**config.mk**
```make
export PLATFORM = sky130hd
export DESIGN_NAME = pin_drive_port
export DESIGN_NICKNAME = d
export VERILOG_FILES = /design/src/rtl/pin_port_pkg.sv /design/src/rtl/pin_addr_decode.sv /design/src/rtl/pin_bit_update.sv /design/src/rtl/pin_read_mux.sv /design/src/rtl/pin_drive_port.sv
export SDC_FILE = /design/constraint.sdc
export NUM_CORES = 1
export LEC_CHECK = 0
export ABC_AREA = 0
export BUFFER_PORTS_ARGS = -buffer_cell sky130_fd_sc_hd__clkbuf_2
export CAP_MARGIN = 0
export CORE_ASPECT_RATIO = 1.4
export CORE_MARGIN = 2
export CORE_UTILIZATION = 31
export DETAILED_ROUTE_END_ITERATION = 10
export GPL_ROUTABILITY_DRIVEN = 0
export GPL_TIMING_DRIVEN = 0
export PLACE_DENSITY = 0.61
export SLEW_MARGIN = 20
export SYNTH_ARGS = -nofsm -noshare
export SYNTH_HDL_FRONTEND = slang
export SYNTH_HIERARCHICAL = 1
export SYNTH_SLANG_ARGS = --single-unit
export TNS_END_PERCENT = 50
```
**constraint.sdc**
```tcl
create_clock -name clk -period 2.1 [get_ports clk]
set_input_delay 0.42 -clock clk [delete_from_list [all_inputs] [get_ports clk]]
set_output_delay 0.42 -clock clk [all_outputs]
set_load 0.005 [all_outputs]
```
**src/rtl/pin_port_pkg.sv**
```systemverilog
package pin_port_pkg;
  localparam int unsigned PIN_COUNT  = 16;
  localparam int unsigned BUS_WORD_W = 32;
  localparam int unsigned BUS_ADDR_W = 4;

  localparam logic [BUS_ADDR_W-1:0] OFS_LEVEL    = 4'h0;
  localparam logic [BUS_ADDR_W-1:0] OFS_SETCLR   = 4'h4;
  localparam logic [BUS_ADDR_W-1:0] OFS_CLRONLY  = 4'h8;

  typedef enum logic [1:0] {
    REG_NONE    = 2'd0,
    REG_LEVEL   = 2'd1,
    REG_SETCLR  = 2'd2,
    REG_CLRONLY = 2'd3
  } reg_sel_e;
endpackage

```
**src/rtl/pin_addr_decode.sv**
```systemverilog
module pin_addr_decode
  import pin_port_pkg::*;
#(
  parameter int unsigned ADDR_W = BUS_ADDR_W
) (
  input  logic [ADDR_W-1:0] addr,
  output reg_sel_e          sel
);
  always_comb begin
    if (addr == ADDR_W'(OFS_LEVEL))        sel = REG_LEVEL;
    else if (addr == ADDR_W'(OFS_SETCLR))  sel = REG_SETCLR;
    else if (addr == ADDR_W'(OFS_CLRONLY)) sel = REG_CLRONLY;
    else                                   sel = REG_NONE;
  end


  always_comb begin
    unaligned_none_chk: assert (addr[1:0] == 2'b00 || sel == REG_NONE);
  end
endmodule

```
**src/rtl/pin_bit_update.sv**
```systemverilog
module pin_bit_update
  import pin_port_pkg::*;
#(
  parameter int unsigned PINS   = PIN_COUNT,
  parameter int unsigned WORD_W = BUS_WORD_W
) (
  input  logic [PINS-1:0]   cur,
  input  logic [WORD_W-1:0] wdata,
  input  logic              wr_en,
  input  reg_sel_e          sel,
  output logic [PINS-1:0]   nxt
);
  localparam int unsigned CLR_BASE = WORD_W / 2;

  for (genvar i = 0; i < PINS; i++) begin : g_bit
    logic set_hit;
    logic clr_hit;

    always_comb begin
      set_hit = 1'b0;
      clr_hit = 1'b0;
      if (wr_en) begin
        unique case (sel)
          REG_SETCLR: begin
            set_hit = wdata[i];
            clr_hit = wdata[CLR_BASE + i];
          end
          REG_CLRONLY: clr_hit = wdata[i];
          default: ;
        endcase
      end
    end

    always_comb begin
      if (wr_en && sel == REG_LEVEL) nxt[i] = wdata[i];
      else if (set_hit)              nxt[i] = 1'b1;
      else if (clr_hit)              nxt[i] = 1'b0;
      else                           nxt[i] = cur[i];
    end
  end


  always_comb begin
    idle_hold_chk: assert (!(wr_en && sel == REG_NONE) || nxt == cur);
  end
endmodule

```
**src/rtl/pin_read_mux.sv**
```systemverilog
module pin_read_mux
  import pin_port_pkg::*;
#(
  parameter int unsigned PINS   = PIN_COUNT,
  parameter int unsigned WORD_W = BUS_WORD_W
) (
  input  logic              rd_en,
  input  reg_sel_e          sel,
  input  logic [PINS-1:0]   level,
  output logic [WORD_W-1:0] rdata
);
  always_comb begin
    rdata = '0;
    if (rd_en && sel == REG_LEVEL) rdata[PINS-1:0] = level;
  end
endmodule

```
**src/rtl/pin_drive_port.sv**
```systemverilog
module pin_drive_port
  import pin_port_pkg::*;
#(
  parameter int unsigned PINS   = PIN_COUNT,
  parameter int unsigned WORD_W = BUS_WORD_W,
  parameter int unsigned ADDR_W = BUS_ADDR_W
) (
  input  logic              clk,
  input  logic              rst,
  input  logic [ADDR_W-1:0] bus_addr,
  input  logic [WORD_W-1:0] bus_wdata,
  input  logic              bus_we,
  input  logic              bus_re,
  output logic [WORD_W-1:0] bus_rdata,
  output logic [PINS-1:0]   pin_out
);
  localparam int unsigned HALF = WORD_W / 2;

  reg_sel_e        sel;
  logic [PINS-1:0] level_q;
  logic [PINS-1:0] level_d;

  pin_addr_decode #(.ADDR_W(ADDR_W)) u_dec (
    .addr (bus_addr),
    .sel  (sel)
  );

  pin_bit_update #(.PINS(PINS), .WORD_W(WORD_W)) u_upd (
    .cur   (level_q),
    .wdata (bus_wdata),
    .wr_en (bus_we),
    .sel   (sel),
    .nxt   (level_d)
  );

  pin_read_mux #(.PINS(PINS), .WORD_W(WORD_W)) u_rd (
    .rd_en (bus_re),
    .sel   (sel),
    .level (level_q),
    .rdata (bus_rdata)
  );

  always_ff @(posedge clk) begin
    if (rst) level_q <= '0;
    else     level_q <= level_d;
  end

  assign pin_out = level_q;


  reset_clear_chk: assert property (@(posedge clk) rst |=> pin_out == '0);


  set_wins_chk: assert property (@(posedge clk) disable iff (rst)
    (bus_we && sel == REG_SETCLR) |=>
      ((pin_out & $past(bus_wdata[PINS-1:0])) == $past(bus_wdata[PINS-1:0])));


  clear_half_chk: assert property (@(posedge clk) disable iff (rst)
    (bus_we && sel == REG_SETCLR) |=>
      ((pin_out & $past(bus_wdata[HALF+PINS-1:HALF]) & ~$past(bus_wdata[PINS-1:0])) == '0));


  clear_only_chk: assert property (@(posedge clk) disable iff (rst)
    (bus_we && sel == REG_CLRONLY) |=> ((pin_out & $past(bus_wdata[PINS-1:0])) == '0));


  hold_idle_chk: assert property (@(posedge clk) disable iff (rst)
    !bus_we |=> $stable(pin_out));


  read_zero_chk: assert property (@(posedge clk) disable iff (rst)
    (!bus_re || sel != REG_LEVEL) |-> bus_rdata == '0);


  read_level_chk: assert property (@(posedge clk) disable iff (rst)
    (bus_re && sel == REG_LEVEL) |-> bus_rdata == WORD_W'(pin_out));
endmodule

```
==> run_results.csv, run 1 <==
group,metric,value,unit
global_route,grt_max_degree,11,
final_layout,drive_gt1_frac,0.4683,
setup_path,startpoint_type,"input pin",
final_layout,area_growth,38.05,%
sta,slew_violations,0,
sta,fin_crit_sh,0.9054,
yosys,syn_area_per_cell,8.621,um2
routing,route.detailed.drc,0,
clock_tree,numCtsBuffers,3,
run,drv_cap,0,
floorplan,die_h,83.91,um
sta,period_needed,1.901,ns
routing,vias_per_cell,4.541,
clock_tree,clockBufferDepth,2,
final_layout,fin_nets,294,
yosys,yosysTopAreaCell,"dfxtp_1",
clock_tree,post-cts-setup-buffers,0,
yosys,async_flop_share,0,
global_route,grt_pass1_vias,1263,
routing,ant_nets,0,
outcome,outcome,"complete, no violations",
clock_tree,cts_tree,"done",
clock_tree,cts_hold_buf,0,
worst_hold_path,min_from,"rst",
global_route,antenna_found_initial,0,
placed_design,place_area,0.001898,mm2
setup_path,cp_max_fo,10,
yosys,seq_area_frac_synth,0.2265,
clock_tree,clkSlewWorstSetupHoldPaths,0.06,ns
global_route,grt_usage,0.1558,
yosys,yosysTopAreaCellShare,0.2265,
yosys,synthTopCellsByArea,"dfxtp_1 (23%), a21oi_1 (11%), a32o_1 (11%)",
floorplan,initial_core_util,0.3168,
setup_path,crit_path_end_kind,"primary output",
yosys,synth_commonest_cells,"a21oi_1 (30), buf_4 (19), dfxtp_1 (16), inv_1 (16), xnor2_1 (16)",
power_and_ir_drop,vdd_ir_drop_max,0.2207,mV
placed_design,numPortBuffers,70,
yosys,synth_edf_count,0,
final_layout,nFillCells,485,
floorplan,die-area,0.005125,mm2
yosys,synthFlopType,"dfxtp_1",
floorplan,io_pins,88,
clock_tree,htreeDepth,1,
setup_path,critPathArrivalTime,1.48,ns
power_and_ir_drop,power.leakage,1.024,nW
setup_path,r2r-start,"pin_out[15]",
sta,fin_skew,0,ns
yosys,ys_warn_count,6,
floorplan,die_x,61.08,um
clock_tree,insertion_delay,0.24,ns
placed_design,hpwl,3001,um
routing,via_count,1426,
sta,rsz0062_at_grt,"false",
clock_tree,cts_root_buf,"clkbuf_8",
sta,max_slew_margin,0.6270,
sta,worstMarginPinSlew,0.5595,ns
setup_path,critPathKind,"input pin to primary output",
yosys,synth_cell_types,26,
setup_path,crit_start,"bus_addr[2]",
yosys,ys_ff_latch,16,
final_layout,n_antenna_cell,0,
global_route,overflow,0,
yosys,syn-instance-count,164,
floorplan,core_area,0.004463,mm2
sta,max_freq,525.9,MHz
final_layout,largest_reg_flops,16,
sta,finalHoldViolations,0,
routing,wl,4031,um
routing,drt_iter0_drc,55,
power_and_ir_drop,power.density,410.2,mW/mm2
floorplan,rows,29,
global_route,grt_pass1_wl,6009,um
yosys,syn_area,0.001414,mm2
routing,routedWlPerCell,12.84,um
final_layout,fin_area,0.001952,mm2
yosys,yosysMostFrequentCell,"a21oi_1",
clock_tree,cts_sinks,16,
setup_path,cp.required,1.68,ns
power_and_ir_drop,totalPowerFinal,0.8007,mW
worst_hold_path,min_path_type,"input pin to flip-flop",
routing,drt_pass1_iterations,4,
sta,finalSetupViolations,0,
## cells in the final DEF (no fill, tap or decap), drive strengths merged
cell | Yosys | final
a21oi | 30 | 30
a311oi | 1 | 1
a32o | 15 | 15
and2b | 6 | 6
and4b | 16 | 16
buf | 25 | 25
clkbuf | 3 | 76
conb | 1 | 16
dfxtp | 16 | 16
inv | 16 | 16
mux2i | 1 | 1
nand2 | 1 | 1
nand4 | 1 | 1
nor2 | 1 | 1
nor2b | 11 | 11
nor3 | 2 | 2
o21a | 1 | 1
o21ai | 1 | 1
xnor2 | 16 | 16
## final timing paths
kind / endpoint / slack (ns) / cells after the start
setup / recovery: bus_rdata[13] / 0.20 / 6
hold / removal: pin_out[13] / 0.56 / 2
setup reg to reg: pin_out[15] / 1.22 / 3
hold reg to reg: pin_out[7] / 0.64 / 3
## report_power, final
group | internal, mW | leakage [nW] | switching (mW)
clock | 0.127 | 0.0216 | 0.102
combinational | 0.130 | 0.873 | 0.117
sequential | 0.316 | 0.130 | 0.00890
## through the flow
stage | hold WS (ns) | setup slack (ns) | utilization | instances | setup TNS (ns)
final | 0.5603 | 0.1986 | 0.4373 | 314 | 0
after global routing | 0.5603 | 0.07212 | 0.4373 | 314 | 0
after CTS | 0.5605 | 0.06301 | 0.4357 | 314 | 0
after detailed placement | 0.6266 | -0.3773 | 0.4253 | 311 | -3.338
after global placement | 0.6151 | -0.3628 | 0.4253 | 311 | -3.279
after floorplan | 0.6103 | 0.1873 | - | 179 | 0
## critical path, cell delays in order
cell	delay, ns
clkbuf_2	0.11
xnor2_1	0.15
nor3_4	0.29
buf_6	0.21
and4b_1	0.20
clkbuf_2	0.11
## cell type report
type,count,area [um2],share of cell area
Sequential cell,16,320.3,0.1641
Buffer,28,226.5,0.1160
Inverter,16,60.06,0.03077
Multi-Input combinational cell,119,875.8,0.4487
Clock buffer,3,41.29,0.02115
Timing Repair Buffer,70,350.3,0.1795
Tap cell,62,77.57,0.03974
## cell families (layout without fill, tap and decap cells)
group / after synthesis / after routing / synth area share
compound gates: 48 / 48 / 0.2283
buf+inv: 44 / 117 / 0.2018
simple gates: 38 / 38 / 0.2345
xor+xnor: 16 / 16 / 0.09911
flops: 16 / 16 / 0.2266
other cells: 1 / 16 / 0.002652
mux: 1 / 1 / 0.007080
## per-layer routing
metal  up-vias  global-route usage  wire length (um)
met2        53              0.2737              2005
met5         -                   0                 0
met1       638              0.1742              1677
li1        731                   -                 -
met4         0             0.06719                59
met3         4             0.02636               288
## repair_timing
item | 4_1_cts | 5_1_grt
gates cloned | 0 | 0
setup endpoints to repair | 16 | 20
resized for setup | 1 | 3
Note: power is estimated with default switching activity, not from simulation.
==> run 2: changes to the inputs <==
--- a/config.mk
+++ b/config.mk
@@ -7,7 +7,6 @@
 export LEC_CHECK = 0
 export ABC_AREA = 0
 export BUFFER_PORTS_ARGS = -buffer_cell sky130_fd_sc_hd__clkbuf_2
-export CAP_MARGIN = 0
 export CORE_ASPECT_RATIO = 1.4
 export CORE_MARGIN = 2
 export CORE_UTILIZATION = 31
@@ -15,7 +14,7 @@
 export GPL_ROUTABILITY_DRIVEN = 0
 export GPL_TIMING_DRIVEN = 0
 export PLACE_DENSITY = 0.61
-export SLEW_MARGIN = 20
+export SLEW_MARGIN = 25
 export SYNTH_ARGS = -nofsm -noshare
 export SYNTH_HDL_FRONTEND = slang
 export SYNTH_HIERARCHICAL = 1
==> constraint.sdc (replaced) <==
create_clock -name clk -period 1.94 [get_ports clk]
set_input_delay 0.388 -clock clk [delete_from_list [all_inputs] [get_ports clk]]
set_output_delay 0.388 -clock clk [all_outputs]
set_load 0.005 [all_outputs]
==> run 2 against run 1 <==
Effect of this change: global-route usage stayed put; clock skew stayed put; clock-buffer cell count stayed put; sequential cell count stayed put; die area stayed put; utilization is 0.64 points higher; non-clock buffer count is 1 higher; final cell count is 0.32% higher; routed wire length is 1.1% higher; critical path depth is 1 higher; via count is 0.77% higher; sequential power is 8.0% higher; largest power group unchanged.
==> run_results.csv, run 2 (synthesis gave the netlist of run 1 again) <==
group,metric,value,unit
outcome,outcome,"complete, no violations",
routing,routedWlPerCell,12.93,um
floorplan,die-area,0.005125,mm2
routing,wl,4074,um
placed_design,hpwl,3001,um
setup_path,reg2reg_depth,3,
setup_path,startpoint_type,"input pin",
placed_design,place_area,0.001898,mm2
sta,max_slew_margin,0.6324,
routing,via_count,1437,
setup_path,slowest_delay,0.20,ns
clock_tree,cts_root_buf,"clkbuf_8",
final_layout,n_antenna_cell,0,
sta,setup_ws,0.09264,ns
sta,finalSetupViolations,0,
worst_hold_path,min_path_type,"input pin to flip-flop",
setup_path,cp.required,1.55,ns
setup_path,crit_family,"buffers and inverters",
run,drv_cap,0,
global_route,grt_pass1_vias,1263,
sta,rsz0062_at_grt,"false",
worst_hold_path,whs_path_depth,2,
global_route,antenna_found_initial,0,
setup_path,critPathArrivalTime,1.46,ns
setup_path,cpMaxStageDelayCell,"and4b_1",
clock_tree,cts_hold_buf,0,
setup_path,critPathKind,"input pin to primary output",
final_layout,area_growth,40.09,%
global_route,grt_pass1_wl,6009,um
sta,slew_violations,0,
global_route,overflow,0,
clock_tree,cts_sinks,16,
setup_path,crit_path_end_kind,"primary output",
final_layout,largest_reg_flops,16,
setup_path,crit_chain,"clkbuf_2 -> xnor2_2 -> nor3_4 -> buf_4 -> buf_6 -> and4b_1 -> clkbuf_2",
final_layout,finalNonFillerCells,315,
floorplan,initial_core_util,0.3168,
global_route,grt_max_degree,11,
sta,period_needed,1.847,ns
setup_path,cp_max_fo,10,
placed_design,numPortBuffers,70,
sta,fin_tns_setup,0,ns
final_layout,final_common_cell,"clkbuf_2",
setup_path,cp.depth,7,
setup_path,crit_top_cell,"clkbuf_2",
final_layout,mostFrequentLayoutCells,"clkbuf_2 (72), a21oi_1 (30), buf_4 (21)",
sta,fin_crit_sh,0.9522,
sta,finalHoldViolations,0,
clock_tree,cts_tree,"done",
routing,ant_nets,0,
clock_tree,clkSlewWorstSetupHoldPaths,0.06,ns
final_layout,drive_gt1_frac,0.4743,
sta,max_freq,541.3,MHz
routing,route.detailed.drc,0,
final_layout,fin_area,0.001981,mm2
final_layout,utilization,0.4438,
floorplan,core_area,0.004463,mm2
sta,worstMarginPinSlew,0.5513,ns
floorplan,rows,29,
final_layout,fin_nets,295,
routing,drt_pass1_iterations,2,
clock_tree,clockBufferDepth,2,
routing,vias_per_cell,4.562,
power_and_ir_drop,power.leakage,1.039,nW
clock_tree,numCtsBuffers,3,
floorplan,die_x,61.08,um
floorplan,io_pins,88,
clock_tree,insertion_delay,0.24,ns
clock_tree,htreeDepth,1,
routing,drt_iter0_drc,29,
global_route,grt_usage,0.1558,
power_and_ir_drop,totalPowerFinal,0.8723,mW
floorplan,die_h,83.91,um
placed_design,preCtsSetupSlack,-0.5053,ns
power_and_ir_drop,power.density,440.4,mW/mm2
placed_design,dpl.cell_count,311,
sta,whs,0.5315,ns
setup_path,crit_buf_inv,4,
sta,fin_skew,0,ns
power_and_ir_drop,vdd_ir_drop_max,0.2382,mV
-- run 2: cell type report --
class / count / area [um2]
buffer: 27 / 221.5
clock buffer: 3 / 41.29
fill: 478 / 2482
inverter: 16 / 60.06
multi-input combinational: 119 / 894.6
sequential: 16 / 320.3
tap: 62 / 77.57
timing repair buffer: 72 / 365.4
-- run 2: routing by layer --
layer,part of all wire,global-route usage,up-vias
li1,-,-,731
met4,0.020,0.06719,0
met5,0,0,-
met3,0.069,0.02636,7
met2,0.51,0.2737,54
met1,0.40,0.1742,645
-- run 2: repair_timing --
action / in CTS / in global routing
gates resized for setup: 3 / 3
pin swaps: 0 / 1
buffers inserted: 0 / 2
gates cloned: 0 / 0
endpoints found under the setup margin: 20 / 9
-- run 2: path summary, 6_finish.rpt --
kind                         to  slack [ns]        start
setup / recovery  bus_rdata[13]        0.09  bus_addr[2]
hold / removal      pin_out[13]        0.53          rst
setup reg to reg    pin_out[15]        1.05  pin_out[15]
hold reg to reg      pin_out[7]        0.64   pin_out[7]
-- run 2: power by group --
group | internal, mW | switching [mW] | leakage (nW)
clock | 0.137 | 0.109 | 0.0216
sequential | 0.342 | 0.00959 | 0.130
combinational | 0.145 | 0.130 | 0.888
-- run 2: worst reg2reg max path: stages (launching register included) --
cell	delay (ns)
dfxtp_1	0.38
nor2_1	0.07
a311oi_1	0.23
and2b_2	0.16
